**src/rtl/int_alu_pkg.sv**
```systemverilog
package int_alu_pkg;

    localparam int ALU_W = 32;

    typedef enum logic [1:0] {
        UNIT_ADD   = 2'd0,
        UNIT_LOGIC = 2'd1,
        UNIT_SHIFT = 2'd2
    } unit_sel_e;

    typedef enum logic [1:0] {
        BOP_NONE = 2'd0,
        BOP_AND  = 2'd1,
        BOP_OR   = 2'd2,
        BOP_XOR  = 2'd3
    } bit_op_e;

    typedef enum logic [1:0] {
        SH_LEFT  = 2'd0,
        SH_RLOG  = 2'd1,
        SH_RARI  = 2'd2
    } shift_mode_e;

    typedef struct packed {
        unit_sel_e   unit;
        bit_op_e     bop;
        shift_mode_e smode;
        logic        sub;
    } alu_ctrl_t;

endpackage

```
**src/rtl/int_alu_adder.sv**
```systemverilog
module int_alu_adder #(
    parameter int W = 32
) (
    input  logic         sub_i,
    input  logic [W-1:0] a_i,
    input  logic [W-1:0] b_i,
    output logic [W-1:0] sum_o,
    output logic         carry_o
);
    logic [W-1:0] b_eff_d;
    logic [W:0]   sum_ext_d;

    always_comb begin
        b_eff_d   = sub_i ? ~b_i : b_i;
        sum_ext_d = {1'b0, a_i} + {1'b0, b_eff_d} + {{W{1'b0}}, sub_i};
        sum_o     = sum_ext_d[W-1:0];
        carry_o   = sum_ext_d[W];
    end

    always_comb begin

        sub_self_zero_chk: assert (!(sub_i && (a_i == b_i)) ||
                                   (sum_o == '0 && carry_o))
            else $error("subtracting equal operands must give zero with carry");

        add_identity_chk: assert (sub_i || (b_i != '0) ||
                                  (sum_o == a_i && !carry_o))
            else $error("adding zero must return A without carry");
    end
endmodule

```
**src/rtl/int_alu_logic.sv**
```systemverilog
module int_alu_logic
    import int_alu_pkg::*;
#(
    parameter int W = 32
) (
    input  bit_op_e      op_i,
    input  logic [W-1:0] a_i,
    input  logic [W-1:0] b_i,
    output logic [W-1:0] y_o
);
    always_comb begin
        unique case (op_i)
            BOP_AND: y_o = a_i & b_i;
            BOP_OR:  y_o = a_i | b_i;
            BOP_XOR: y_o = a_i ^ b_i;
            default: y_o = '0;
        endcase
    end

    always_comb begin

        and_subset_chk: assert (op_i != BOP_AND || ((y_o & ~a_i) == '0 && (y_o & ~b_i) == '0))
            else $error("AND output has a bit absent from an operand");

        or_superset_chk: assert (op_i != BOP_OR || ((y_o & a_i) == a_i && (y_o & b_i) == b_i))
            else $error("OR output dropped an operand bit");

        xor_equal_chk: assert (op_i != BOP_XOR || a_i != b_i || y_o == '0)
            else $error("XOR of equal operands is not zero");
    end
endmodule

```
**src/rtl/int_alu_shifter.sv**
```systemverilog
module int_alu_shifter
    import int_alu_pkg::*;
#(
    parameter int W = 32
) (
    input  shift_mode_e        mode_i,
    input  logic [W-1:0]       a_i,
    input  logic [$clog2(W)-1:0] amt_i,
    output logic [W-1:0]       y_o
);
    localparam int SHW = $clog2(W);

    logic         left_d;
    logic         fill_d;
    logic [W-1:0] in_rev_d;
    logic [W-1:0] stage_d [0:SHW];
    logic [W-1:0] out_rev_d;

    always_comb begin
        left_d = (mode_i == SH_LEFT);
        fill_d = (mode_i == SH_RARI) && a_i[W-1];
    end

    // Left shifts reuse the right-shift network on bit-reversed data.
    for (genvar i = 0; i < W; i++) begin : g_rev
        assign in_rev_d[i]  = a_i[W-1-i];
        assign out_rev_d[i] = stage_d[SHW][W-1-i];
    end

    assign stage_d[0] = left_d ? in_rev_d : a_i;

    for (genvar s = 0; s < SHW; s++) begin : g_stage
        localparam int DIST = 1 << s;
        assign stage_d[s+1] = amt_i[s] ? {{DIST{fill_d}}, stage_d[s][W-1:DIST]}
                                       : stage_d[s];
    end

    assign y_o = left_d ? out_rev_d : stage_d[SHW];

    always_comb begin

        zero_dist_chk: assert (amt_i != '0 || y_o == a_i)
            else $error("shift by zero altered the operand");

        rlog_top_chk: assert (mode_i != SH_RLOG || amt_i == '0 || !y_o[W-1])
            else $error("logical right shift left a set top bit");

        rari_sign_chk: assert (mode_i != SH_RARI || y_o[W-1] == a_i[W-1])
            else $error("arithmetic right shift lost the sign");

        left_low_chk: assert (mode_i != SH_LEFT || amt_i == '0 || !y_o[0])
            else $error("left shift left a set bit 0");
    end
endmodule

```
**src/rtl/int_alu.sv**
```systemverilog
module int_alu
    import int_alu_pkg::*;
#(
    parameter int W = ALU_W
) (
    input  logic [W-1:0] opa,
    input  logic [W-1:0] opb,
    input  logic         sub_en,
    input  logic         and_en,
    input  logic         or_en,
    input  logic         xor_en,
    input  logic         shift_en,
    input  logic         shl_en,
    input  logic         sra_en,
    output logic [W-1:0] result,
    output logic         zero,
    output logic         carry_out
);
    localparam int SHW = $clog2(W);

    alu_ctrl_t    ctrl_d;
    logic [W-1:0] add_y_d;
    logic [W-1:0] log_y_d;
    logic [W-1:0] sh_y_d;
    logic         add_c_d;

    // Strobe decode: shifter over logic unit over adder.
    always_comb begin
        ctrl_d     = '0;
        ctrl_d.sub = sub_en;
        if (and_en)      ctrl_d.bop = BOP_AND;
        else if (or_en)  ctrl_d.bop = BOP_OR;
        else if (xor_en) ctrl_d.bop = BOP_XOR;
        else             ctrl_d.bop = BOP_NONE;
        if (shl_en)      ctrl_d.smode = SH_LEFT;
        else if (sra_en) ctrl_d.smode = SH_RARI;
        else             ctrl_d.smode = SH_RLOG;
        if (shift_en)                  ctrl_d.unit = UNIT_SHIFT;
        else if (ctrl_d.bop != BOP_NONE) ctrl_d.unit = UNIT_LOGIC;
        else                           ctrl_d.unit = UNIT_ADD;
    end

    int_alu_adder #(.W(W)) i_adder (
        .sub_i   (ctrl_d.sub),
        .a_i     (opa),
        .b_i     (opb),
        .sum_o   (add_y_d),
        .carry_o (add_c_d)
    );

    int_alu_logic #(.W(W)) i_logic (
        .op_i (ctrl_d.bop),
        .a_i  (opa),
        .b_i  (opb),
        .y_o  (log_y_d)
    );

    int_alu_shifter #(.W(W)) i_shifter (
        .mode_i (ctrl_d.smode),
        .a_i    (opa),
        .amt_i  (opb[SHW-1:0]),
        .y_o    (sh_y_d)
    );

    always_comb begin
        unique case (ctrl_d.unit)
            UNIT_LOGIC: result = log_y_d;
            UNIT_SHIFT: result = sh_y_d;
            default:    result = add_y_d;
        endcase
        zero      = ~|result;
        carry_out = add_c_d;
    end

    always_comb begin

        sub_zero_eq_chk: assert (!(sub_en && !shift_en && !and_en && !or_en && !xor_en && zero)
                                 || opa == opb)
            else $error("zero after subtract with unequal operands");

        sub_carry_order_chk: assert (!(sub_en && opa < opb) || !carry_out)
            else $error("carry set on subtract with A below B");
    end
endmodule

```
**config.mk**
```make
export PLATFORM = sky130hd
export DESIGN_NAME = int_alu
export DESIGN_NICKNAME = d
export VERILOG_FILES = /design/src/rtl/int_alu_pkg.sv /design/src/rtl/int_alu_adder.sv /design/src/rtl/int_alu_logic.sv /design/src/rtl/int_alu_shifter.sv /design/src/rtl/int_alu.sv
export SDC_FILE = /design/constraint.sdc
export NUM_CORES = 1
export LEC_CHECK = 0
export BUFFER_PORTS_ARGS = -buffer_cell sky130_fd_sc_hd__buf_2
export CAP_MARGIN = 20
export CORE_ASPECT_RATIO = 2
export CORE_MARGIN = 2
export CORE_UTILIZATION = 25
export DETAILED_ROUTE_END_ITERATION = 16
export PLACE_DENSITY = 0.47
export SYNTH_ARGS = -nofsm -noshare
export SYNTH_HDL_FRONTEND = slang
export SYNTH_SLANG_ARGS = --single-unit
```
**constraint.sdc**
```tcl
create_clock -name vclk -period 7.6
set_input_delay 1.52 -clock vclk [all_inputs]
set_output_delay 1.52 -clock vclk [all_outputs]
set_load 0.03 [all_outputs]
```
# Yosys cells after proc, flatten, opt, wreduce, memory -nomap -nowiden
# Index checks and enable logic that the tools add are counted.
[word_totals]
ff_bits = 0
elab_cells = 34
[op_classes]
addsub = 2
eq_ne = 6
mux = 17
bitwise = 4
n_reduce_logical = 5
[ops]
columns = ["operator", "n"]
rows = [
  ["32-bit 2-to-1 mux", 8],
  ["32-bit one-hot mux with 3 select lines", 1],
  ["32-bit one-hot mux with 2 select lines", 1],
  ["32-bit by 32-bit adder with 33-bit output", 1],
  ["33-bit by 1-bit adder with 33-bit output", 1],
  ["32-bit bitwise AND", 1],
  ["32-bit NOT", 1],
  ["32-bit OR", 1],
  ["32-bit OR reduction", 1],
  ["32-bit bitwise XOR", 1],
  ["2-bit 2-to-1 mux", 6],
  ["2-bit == test, second input constant", 4],
  ["2-bit by 1-bit == test with 1-bit output, second input constant", 2],
  ["2-bit logical NOT", 1],
  ["2-bit nonzero test", 1],
  ["1-bit logical AND", 1],
  ["1-bit logical NOT", 1],
  ["1-bit 2-to-1 mux", 1],
]

# Depth between registers and ports, before layout
# Gate-level depths: netlist of the first run.
[depth]
depth_word = 13
depth_mapped = 16

# Hierarchy
# A second synthesis of the first run with hierarchy kept.
[unflattened]
hier_cells = 1043
area_unflattened_um2 = 7782.5
[by_module_without_submodules]
columns = ["mod", "instances", "cells_per_inst", "area_per_inst_um2"]
rows = [
  ["int_alu_shifter", 1, 357, 2851.5],
  ["int_alu_adder", 1, 292, 2067.0],
  ["int_alu_logic", 1, 239, 1904.3],
  ["int_alu", 1, 155, 959.7],
]

# Worst setup path after synthesis of the first run
# Ideal clock, no wire load.
[synth_path]
path_kind = "input to output"
start = "in opb[4]"
end = "out zero"
arrival_time_ns = 6.646
t_required_ns = 6.080
setup_slack_ns = -0.566
stages = 16
n_path_buf = 4
cell_sequence = "clkbuf_1 clkbuf_1 buf_1 clkbuf_1 xor2_1 ha_1 a21o_1 a221o_1 nand3_1 a31oi_1 a221o_1 xor2_1 a2111o_1 or4_1 or4_1 nor4_2"
[synth_via]
elab_chain_cells = 7
word_cells_on_any_way = 13
[synth_lines]
columns = ["element", "line", "text"]
rows = [
  ["start: declaration", "int_alu.sv:7", "input logic [W-1:0] opb,"],
  ["32-bit NOT", "int_alu_adder.sv:14", "b_eff_d = sub_i ? ~b_i : b_i;"],
  ["32-bit 2-to-1 mux", "int_alu_adder.sv:14", ""],
  ["32-bit by 32-bit adder with 33-bit output", "int_alu_adder.sv:15", "sum_ext_d = {1'b0, a_i} + {1'b0, b_eff_d} + {{W{1'b0}}, sub_i};"],
  ["33-bit by 1-bit adder with 33-bit output", "int_alu_adder.sv:15", ""],
  ["32-bit one-hot mux with 2 select lines (*)", "int_alu.sv:66", "unique case (ctrl_d.unit)"],
  ["via result[26]", "int_alu.sv:15", "output logic [W-1:0] result,"],
  ["32-bit OR reduction (*)", "int_alu.sv:71", "zero = ~|result;"],
  ["1-bit logical NOT (*)", "int_alu.sv:71", ""],
  ["end: declaration", "int_alu.sv:16", "output logic zero,"],
]
# The timed path passes the listed nets; every way through them passes the cells marked *.

# Final worst setup path of the first run
[layout_path]
start = "in sub_en"
end = "out zero"
[layout_via]
elab_chain_cells = 6
[layout_lines]
columns = ["element", "line", "text"]
rows = [
  ["start: declaration", "int_alu.sv:8", "input logic sub_en,"],
  ["32-bit 2-to-1 mux", "int_alu_adder.sv:14", ""],
  ["32-bit by 32-bit adder with 33-bit output", "int_alu_adder.sv:15", ""],
  ["33-bit by 1-bit adder with 33-bit output (*)", "int_alu_adder.sv:15", ""],
  ["32-bit one-hot mux with 2 select lines (*)", "int_alu.sv:66", ""],
  ["32-bit OR reduction (*)", "int_alu.sv:71", ""],
  ["1-bit logical NOT (*)", "int_alu.sv:71", ""],
]
# Mark *: on every way between the ends. The rest lies on a longest branch, timed or not.

==> results of run 1 <==
## how the worst max path moves through the flow
stage                     startpoint    to  slack, ns
after detailed placement      sub_en  zero       0.08
after CTS                     sub_en  zero       0.06
final                         sub_en  zero       0.20
after global routing          sub_en  zero       0.03
after global placement        sub_en  zero       0.17
after floorplan               opb[4]  zero      0.008
## metal layers
layer | share of wire (%) | global-route usage, % | vias up | wire length, um
li1 | - | - | 4064 | -
met1 | 42 | 28.81 | 4334 | 15120
met2 | 46 | 37.06 | 426 | 16470
met3 | 6.4 | 1.688 | 83 | 2324
met4 | 6.0 | 10.23 | 0 | 2169
met5 | 0 | 0 | - | 0
## synthesized netlist by cell type (all sizes together), types with 10 or more instances
cell and count:
buf 26, o211ai 10, a221o 11, mux4 28
nand3 24, a21o 20, mux2 16, xnor2 12
nor2 71, o21ai 46, nand2 74, a211o 11
a211oi 40, nor4 10, mux2i 40, o221ai 13
inv 75, clkbuf 61, nand4 13, xor2 41
ha 96, a21oi 137, o22ai 22
## through the flow
step | utilization (%) | instance area (um^2) | instances | hold WS (ns) | worst slack [ns]
after floorplan | - | 7436 | 1038 | 3.386 | 0.007763
after global placement | 28.67 | 8397 | 1470 | 3.569 | 0.1659
after detailed placement | 28.67 | 8397 | 1470 | 3.571 | 0.07623
after CTS | 28.67 | 8397 | 1470 | 3.577 | 0.06395
after global routing | 28.76 | 8422 | 1470 | 3.596 | 0.03081
final | 28.76 | 8422 | 1470 | 3.584 | 0.2013
## cells by family (layout without fill, tap and decap cells)
group / Yosys count / in the layout
xor+xnor: 53 / 53
compound gates: 383 / 383
simple gates: 258 / 258
fa+ha+maj: 97 / 97
mux: 84 / 84
buf+inv: 163 / 231
## worst max-delay path, delay by kind of cell
family          cells  cell delay, ns
compound gates      6            1.57
simple gates        3            1.32
buf+inv             3            0.77
xor+xnor            2            0.34
fa+ha+maj           1            0.33
## cell usage in the layout, fill, tap and decap left out, drive strengths merged, types with 22 or more instances in the layout
cell type and instances:
buf 154, a21oi 137, ha 96, inv 75
nand2 74, nor2 71, o21ai 46, xor2 41
a211oi 40, mux2i 40, mux4 28, nand3 24
o22ai 22
## where the power goes
group          total [mW]  internal [mW]  switching (mW)
registers               0              0               0
logic               0.833          0.298           0.535
clock network           0              0               0
## final cells by class
class	instances	area [um^2]
Inverter	76	285.3
Multi-Input combinational cell	875	6761
Tap cell	364	455.4
Fill cell	3237	20870
Timing Repair Buffer	155	919.6
==> results.cfg, run 1 <==
[run_status]
status = completed

[cells_and_area]
seq_cell_count = 0
register_area_um2 = 0
clock_buffers = 0
syn_to_final_growth_pct = 13.95
drive_gt1_share_pct = 19.44
final_nets = 1276
num_antenna_cells = 0

[logic_synthesis]
yosys.area_share.adder_pct = 16.52
synth_area_um2 = 7391
ys_warn_count = 0
synth_top_family_by_area = compound AO/OA/AOI/OAI gates
synthSimpleGateAreaFrac_pct = 17.10
synth_area_leaders = ha_1, a21oi_1, mux4_2
synth_compound_area_share_pct = 34.42
synth_xor_area_share_pct = 6.281
syn-num-nets = 1206
synth_cell_types = 82
yosys.area.top_type = ha_1
synthMuxAreaShare_pct = 16.49
syn_avg_cell_area_um2 = 7.120
syn_inst = 1038
synth_top_area_share_pct = 16.25
yosysSeqAreaShare_pct = 0

[cts]
ctsResizeCount = 0
post_cts_buffers = 0
hold_buffers = 0

[routing]
first_pass_iters = 6
avgViaCountPerCell = 6.059
drt-wirelength-per-cell_um = 24.55
drtIter0Drc = 890
route.detailed.drc = 0
wirelength_um = 36090
vias = 8907
ant_nets = 0

[die]
die_w_um = 125.6
die-height_um = 247.2
ios = 105
core_region_area_um2 = 29290
die_area_um2 = 31040
row_count = 89
initial_core_util_pct = 25.24

[placement]
io_buffers = 105
hpwl_um = 29630
gp_congestion = 1.008

[pwr]
leakage_nw = 3.806
peakVddDrop_mv = 0.03515
powerDensity_nw_per_um2 = 98.87
power.total_uw = 832.7

[setup_path]
path_class = in2out
slowest_delay_ns = 0.59
worstPathRequired_ns = 6.08
crit_slowest_cell = or4_1
start_kind = input port
crit_path_cell_trace = clkbuf_4 > buf_6 > xor2_1 > ha_1 > a21oi_1 > o2111ai_1 > a21oi_1 > a31oi_2 > a221o_1 > xor2_1 > a2111o_1 > or4_1 > or4_1 > nor4_4 > buf_2
crit_fanout = 17
cp-end-kind = primary output
arrival_ns = 5.88

[timing]
tns_ns = 0
fin_crit_sh_pct = 97.35
hold_violations = 0
drv_slew = 0
tightest_slew_ns = 0.8417
rsz0062_at_grt = false
setup_violations = 0
max_slew_margin_pct = 43.55
max_freq_mhz = 135.2
min_period_ns = 7.399

[global_routing]
grt_pass1_vias = 8441
grt_antenna_before_repair = 0
overflow = 0
grt_start_max_net_pins = 41
grt_pass1_wl_um = 53440
grt_use_total_pct = 22.15

[worst_hold_path]
hold_depth = 3
hold_end = result[20]
worstHoldStart = shift_en
min_path_type = in2out

[job]
max_cap_violations = 0
No activity file was read; power rests on OpenSTA's default activity.
==> run 2: changes to the inputs <==
--- a/config.mk
+++ b/config.mk
@@ -11,7 +11,7 @@
 export CORE_MARGIN = 2
 export CORE_UTILIZATION = 25
 export DETAILED_ROUTE_END_ITERATION = 16
-export PLACE_DENSITY = 0.47
+export GPL_TIMING_DRIVEN = 0
 export SYNTH_ARGS = -nofsm -noshare
 export SYNTH_HDL_FRONTEND = slang
 export SYNTH_SLANG_ARGS = --single-unit
==> run 2 against run 1 <==
Against the previous run: power increased by 3.4%; clock-buffer cell count unchanged; combinational power is 3.4% higher; flip-flop and latch count is the same; largest power group unchanged; first-iteration DRC count is 34% higher; hold slack gained 0.13 ns; routed wire length increased by 8.3%; fmax shrank 1.4%; final area grew 3.2%; non-clock buffer count rose by 39; highest routed layer is now met5; die area stayed put.
==> results.cfg, run 2 (synthesized netlist as in run 1, its figures left out) <==
[run_status]
status = completed

[timing]
max_slew_margin_pct = 31.49
max_freq_mhz = 133.3
drv_slew = 0
min_period_ns = 7.502
hold_violations = 0
fin_crit_sh_pct = 98.71
tns_ns = 0
setup_violations = 0
layout_setup_ws_ns = 0.09786
tightest_slew_ns = 1.019

[placement]
hpwl_um = 31510
io_buffers = 102
dpl_cell_area_um2 = 8408
dp.cells = 1504
gp_congestion = 1.023
post-place-ws_ns = -0.8338

[worst_hold_path]
hold_end = result[7]
hold_depth = 4
worstHoldStart = opb[4]
min_path_type = in2out

[die]
core_region_area_um2 = 29290
die_area_um2 = 31040
die-height_um = 247.2
initial_core_util_pct = 25.24
row_count = 89
ios = 105
die_w_um = 125.6

[pwr]
powerDensity_nw_per_um2 = 99.08
power.total_uw = 861.0
leakage_nw = 3.851
peakVddDrop_mv = 0.04349

[cells_and_area]
num_antenna_cells = 0
final_nets = 1315
drive_gt1_share_pct = 18.78
final_cells = 1509
clock_buffers = 0
fin_area_um2 = 8690
final_cell_mix = a21oi_1, buf_2, ha_1
layout_commonest_cell = a21oi_1
syn_to_final_growth_pct = 17.57
register_area_um2 = 0
seq_cell_count = 0

[global_routing]
grt_pass1_vias = 8785
grt_antenna_before_repair = 1
grt_use_total_pct = 24.16
overflow = 0
grt_start_max_net_pins = 29
grt_pass1_wl_um = 57900

[setup_path]
worstPathRequired_ns = 6.08
crit_fanout = 10
path_class = in2out
start_kind = input port
arrival_ns = 5.98
cp-end-kind = primary output

[routing]
route.detailed.drc = 0
first_pass_iters = 6
drtIter0Drc = 1191
drt-wirelength-per-cell_um = 25.90
avgViaCountPerCell = 6.211
wirelength_um = 39080
ant_nets = 0
vias = 9372

[cts]
hold_buffers = 0

[job]
max_cap_violations = 0
## run 2: cell count changes in the layout (fill, tap and decap cells not counted), moves of 3 or more
cell / delta
a21oi_2: +4
buf_4: -29
buf_6: +10
a21oi_1: -4
clkbuf_16: +3
clkbuf_1: +46
buf_1: +6
## run 2: power by group
group	total (mW)	internal, mW	leakage [nW]	switching [mW]
sequential	0	0	0	0
clock	0	0	0	0
combinational	0.861	0.298	3.85	0.563
## run 2: worst max-delay path: stages
cell and delay [ns]:
buf_4 0.20, clkbuf_16 0.17, clkbuf_8 0.17, xor2_1 0.20, ha_1 0.31, a21o_1 0.19, a221o_1 0.45, nand3_2 0.13
a31oi_2 0.12, a221o_1 0.45, xor2_1 0.18, a2111o_1 0.39, or4_1 0.52, or4_4 0.56, nor4_4 0.23, buf_6 0.16
## run 2: cell type report
class                      count  area, um^2
timing repair buffer         118       648.1
inverter                      76       285.3
tap                          364       455.4
buffer                        76       491.7
multi-input combinational    875        6809
fill                        3278       20600
## run 2: worst max-delay path by stage
stage / from / endpoint / depth (start not counted)
5_1_grt: opb[2] / zero / 16
6_report: opb[4] / zero / 16
2_1_floorplan: opb[4] / zero / 16
4_1_cts: opb[1] / zero / 16
3_3_place_gp: sub_en / zero / 15
3_5_place_dp: sub_en / zero / 15
## run 2: stage by stage
stage                     hold slack [ns]  utilization [%]
after floorplan                     3.386                -
after global placement              3.761            28.69
after detailed placement            3.740            28.71
after CTS                           3.696            28.98
after global routing                3.730            29.67
final                               3.716            29.67
## run 2: metal layers
layer | routed length [um] | track usage (%) | vias up
li1 | - | - | 4136
met1 | 16080 | 33.29 | 4519
met2 | 17330 | 38.28 | 619
met3 | 3682 | 2.942 | 96
met4 | 1982 | 9.216 | 2
met5 | 11 | 0 | -
## run 2: what timing repair did
action,in CTS,in global routing
gates resized for setup,30,27
endpoints found under the setup margin,1,1
cloned,0,0
pin swaps,0,4
buffers inserted,1,15
==> run 3: changes to the inputs <==
==> constraint.sdc (replaced) <==
create_clock -name vclk -period 8.55
set_input_delay 1.71 -clock vclk [all_inputs]
set_output_delay 1.71 -clock vclk [all_outputs]
set_load 0.03 [all_outputs]
==> run 3 against run 2 <==
Against the previous run: routed wire length decreased by 1.8%; first-iteration DRC count increased by 0.50%; non-clock buffer count decreased by 13; power decreased by 14%; cell count decreased by 0.86%; hold slack improved by 0.40 ns; die area unchanged; flip-flop and latch count unchanged; clock-buffer cell count unchanged; highest routed layer is now met4.
==> results.cfg, run 3 (synthesized netlist as in run 1, its figures left out) <==
[timing]
tns_ns = 0
drv_slew = 0
max_freq_mhz = 119.9
tightest_slew_ns = 0.9965
layout_setup_ws_ns = 0.2119
hold_violations = 0
hold_slack_ns = 4.113
max_slew_margin_pct = 33.01
rsz0062_at_grt = false
setup_violations = 0
min_period_ns = 8.338
fin_crit_sh_pct = 97.52

[routing]
avgViaCountPerCell = 6.082
drtIter0Drc = 1197
drt-wirelength-per-cell_um = 25.67
route.detailed.drc = 0
wirelength_um = 38400
ant_nets = 0
vias = 9099
first_pass_iters = 7

[global_routing]
grt_pass1_vias = 8530
grt_antenna_before_repair = 0
grt_use_total_pct = 23.57
grt_pass1_wl_um = 56060
grt_start_max_net_pins = 20
overflow = 0

[die]
initial_core_util_pct = 25.24
core_region_area_um2 = 29290
die_area_um2 = 31040
die_w_um = 125.6
die-height_um = 247.2
ios = 105
row_count = 89

[cells_and_area]
nFillCells = 3268
syn_to_final_growth_pct = 13.07
register_area_um2 = 0
final_nets = 1302
num_antenna_cells = 0
multi_input_area_um2 = 6718
layout_commonest_cell = a21oi_1
seq_cell_count = 0
clock_buffers = 0
drive_gt1_share_pct = 16.08
final_cell_mix = a21oi_1, buf_2, ha_1

[job]
max_cap_violations = 0

[setup_path]
path_class = in2out
cp-end-kind = primary output
start_kind = input port
critPathBufInv = 4
crit_fanout = 19
crit_path_cell_trace = buf_2 > clkbuf_4 > clkbuf_2 > xor2_1 > ha_1 > a21o_1 > a221o_1 > nand3_1 > a31oi_1 > a221o_1 > xor2_1 > a2111o_1 > or4_1 > or4_1 > nor4_2 > buf_2
critPathTopFamily = compound AO/OA/AOI/OAI gates
slowest_delay_ns = 0.55
arrival_ns = 6.63
worstPathRequired_ns = 6.84
crit_slowest_cell = or4_1

[placement]
post-place-ws_ns = -0.8496
io_buffers = 102
hpwl_um = 31300
gp_congestion = 1.014

[cts]
post_cts_buffers = 0
hold_buffers = 0

[run_status]
status = completed

[pwr]
powerDensity_nw_per_um2 = 88.43
peakVddDrop_mv = 0.03089
leakage_nw = 3.726

[worst_hold_path]
min_path_type = in2out
hold_depth = 5
worstHoldStart = or_en
hold_end = result[10]
## run 3: changes by cell type in the layout (fill, tap and decap cells not counted), sizes merged
cell / change
buf: -17
clkbuf: +4
## run 3: through the flow
step	instances	cell area (um^2)	utilization, %	total power, mW
detailed placement	1504	8363	28.56	0.7141
floorplan	1038	7391	-	0.4733
global placement	1504	8357	28.53	0.7192
CTS	1498	8363	28.56	0.7172
finish	1496	8357	28.53	0.7390
global route	1496	8357	28.53	0.7837
## run 3: layout make-up
| class | instances | share of cell area, % |
|---|---|---|
| Tap cell | 364 | 5.450 |
| Multi-Input combinational cell | 875 | 80.39 |
| Buffer | 79 | 4.641 |
| Timing Repair Buffer | 102 | 6.109 |
| Inverter | 76 | 3.414 |
## run 3: per-layer routing
layer  GRT usage [%]  vias to the layer above  wire [um]
met1           31.89                     4277      15840
li1                -                     4117          -
met2           36.88                      604      16840
met4           8.987                        0       1899
met5               0                        -          0
met3           4.479                      101       3822
## run 3: power breakdown
group	internal (mW)	switching, mW
clock	0	0
sequential	0	0
combinational	0.248	0.491
total	0.248	0.491
## run 3: how the worst max path moves through the flow
stage	start	to	slack, ns	cells past startpoint
final	opb[4]	zero	0.21	16
after global routing	opb[4]	zero	0.003	16
after CTS	sub_en	zero	0.03	16
after detailed placement	opb[4]	zero	-0.85	18
after global placement	opb[4]	zero	-0.96	18
after floorplan	opb[4]	zero	0.004	16
## run 3: timing repair
action | in CTS | in global routing
resized for setup | 11 | 10
setup endpoints to repair | 1 | 1
cloned | 0 | 0
## run 3: worst min-delay path, delay by kind of cell
kind,cells,cell delay [ns]
compound gates,1,0.10
buf+inv,2,0.31
simple gates,2,0.27
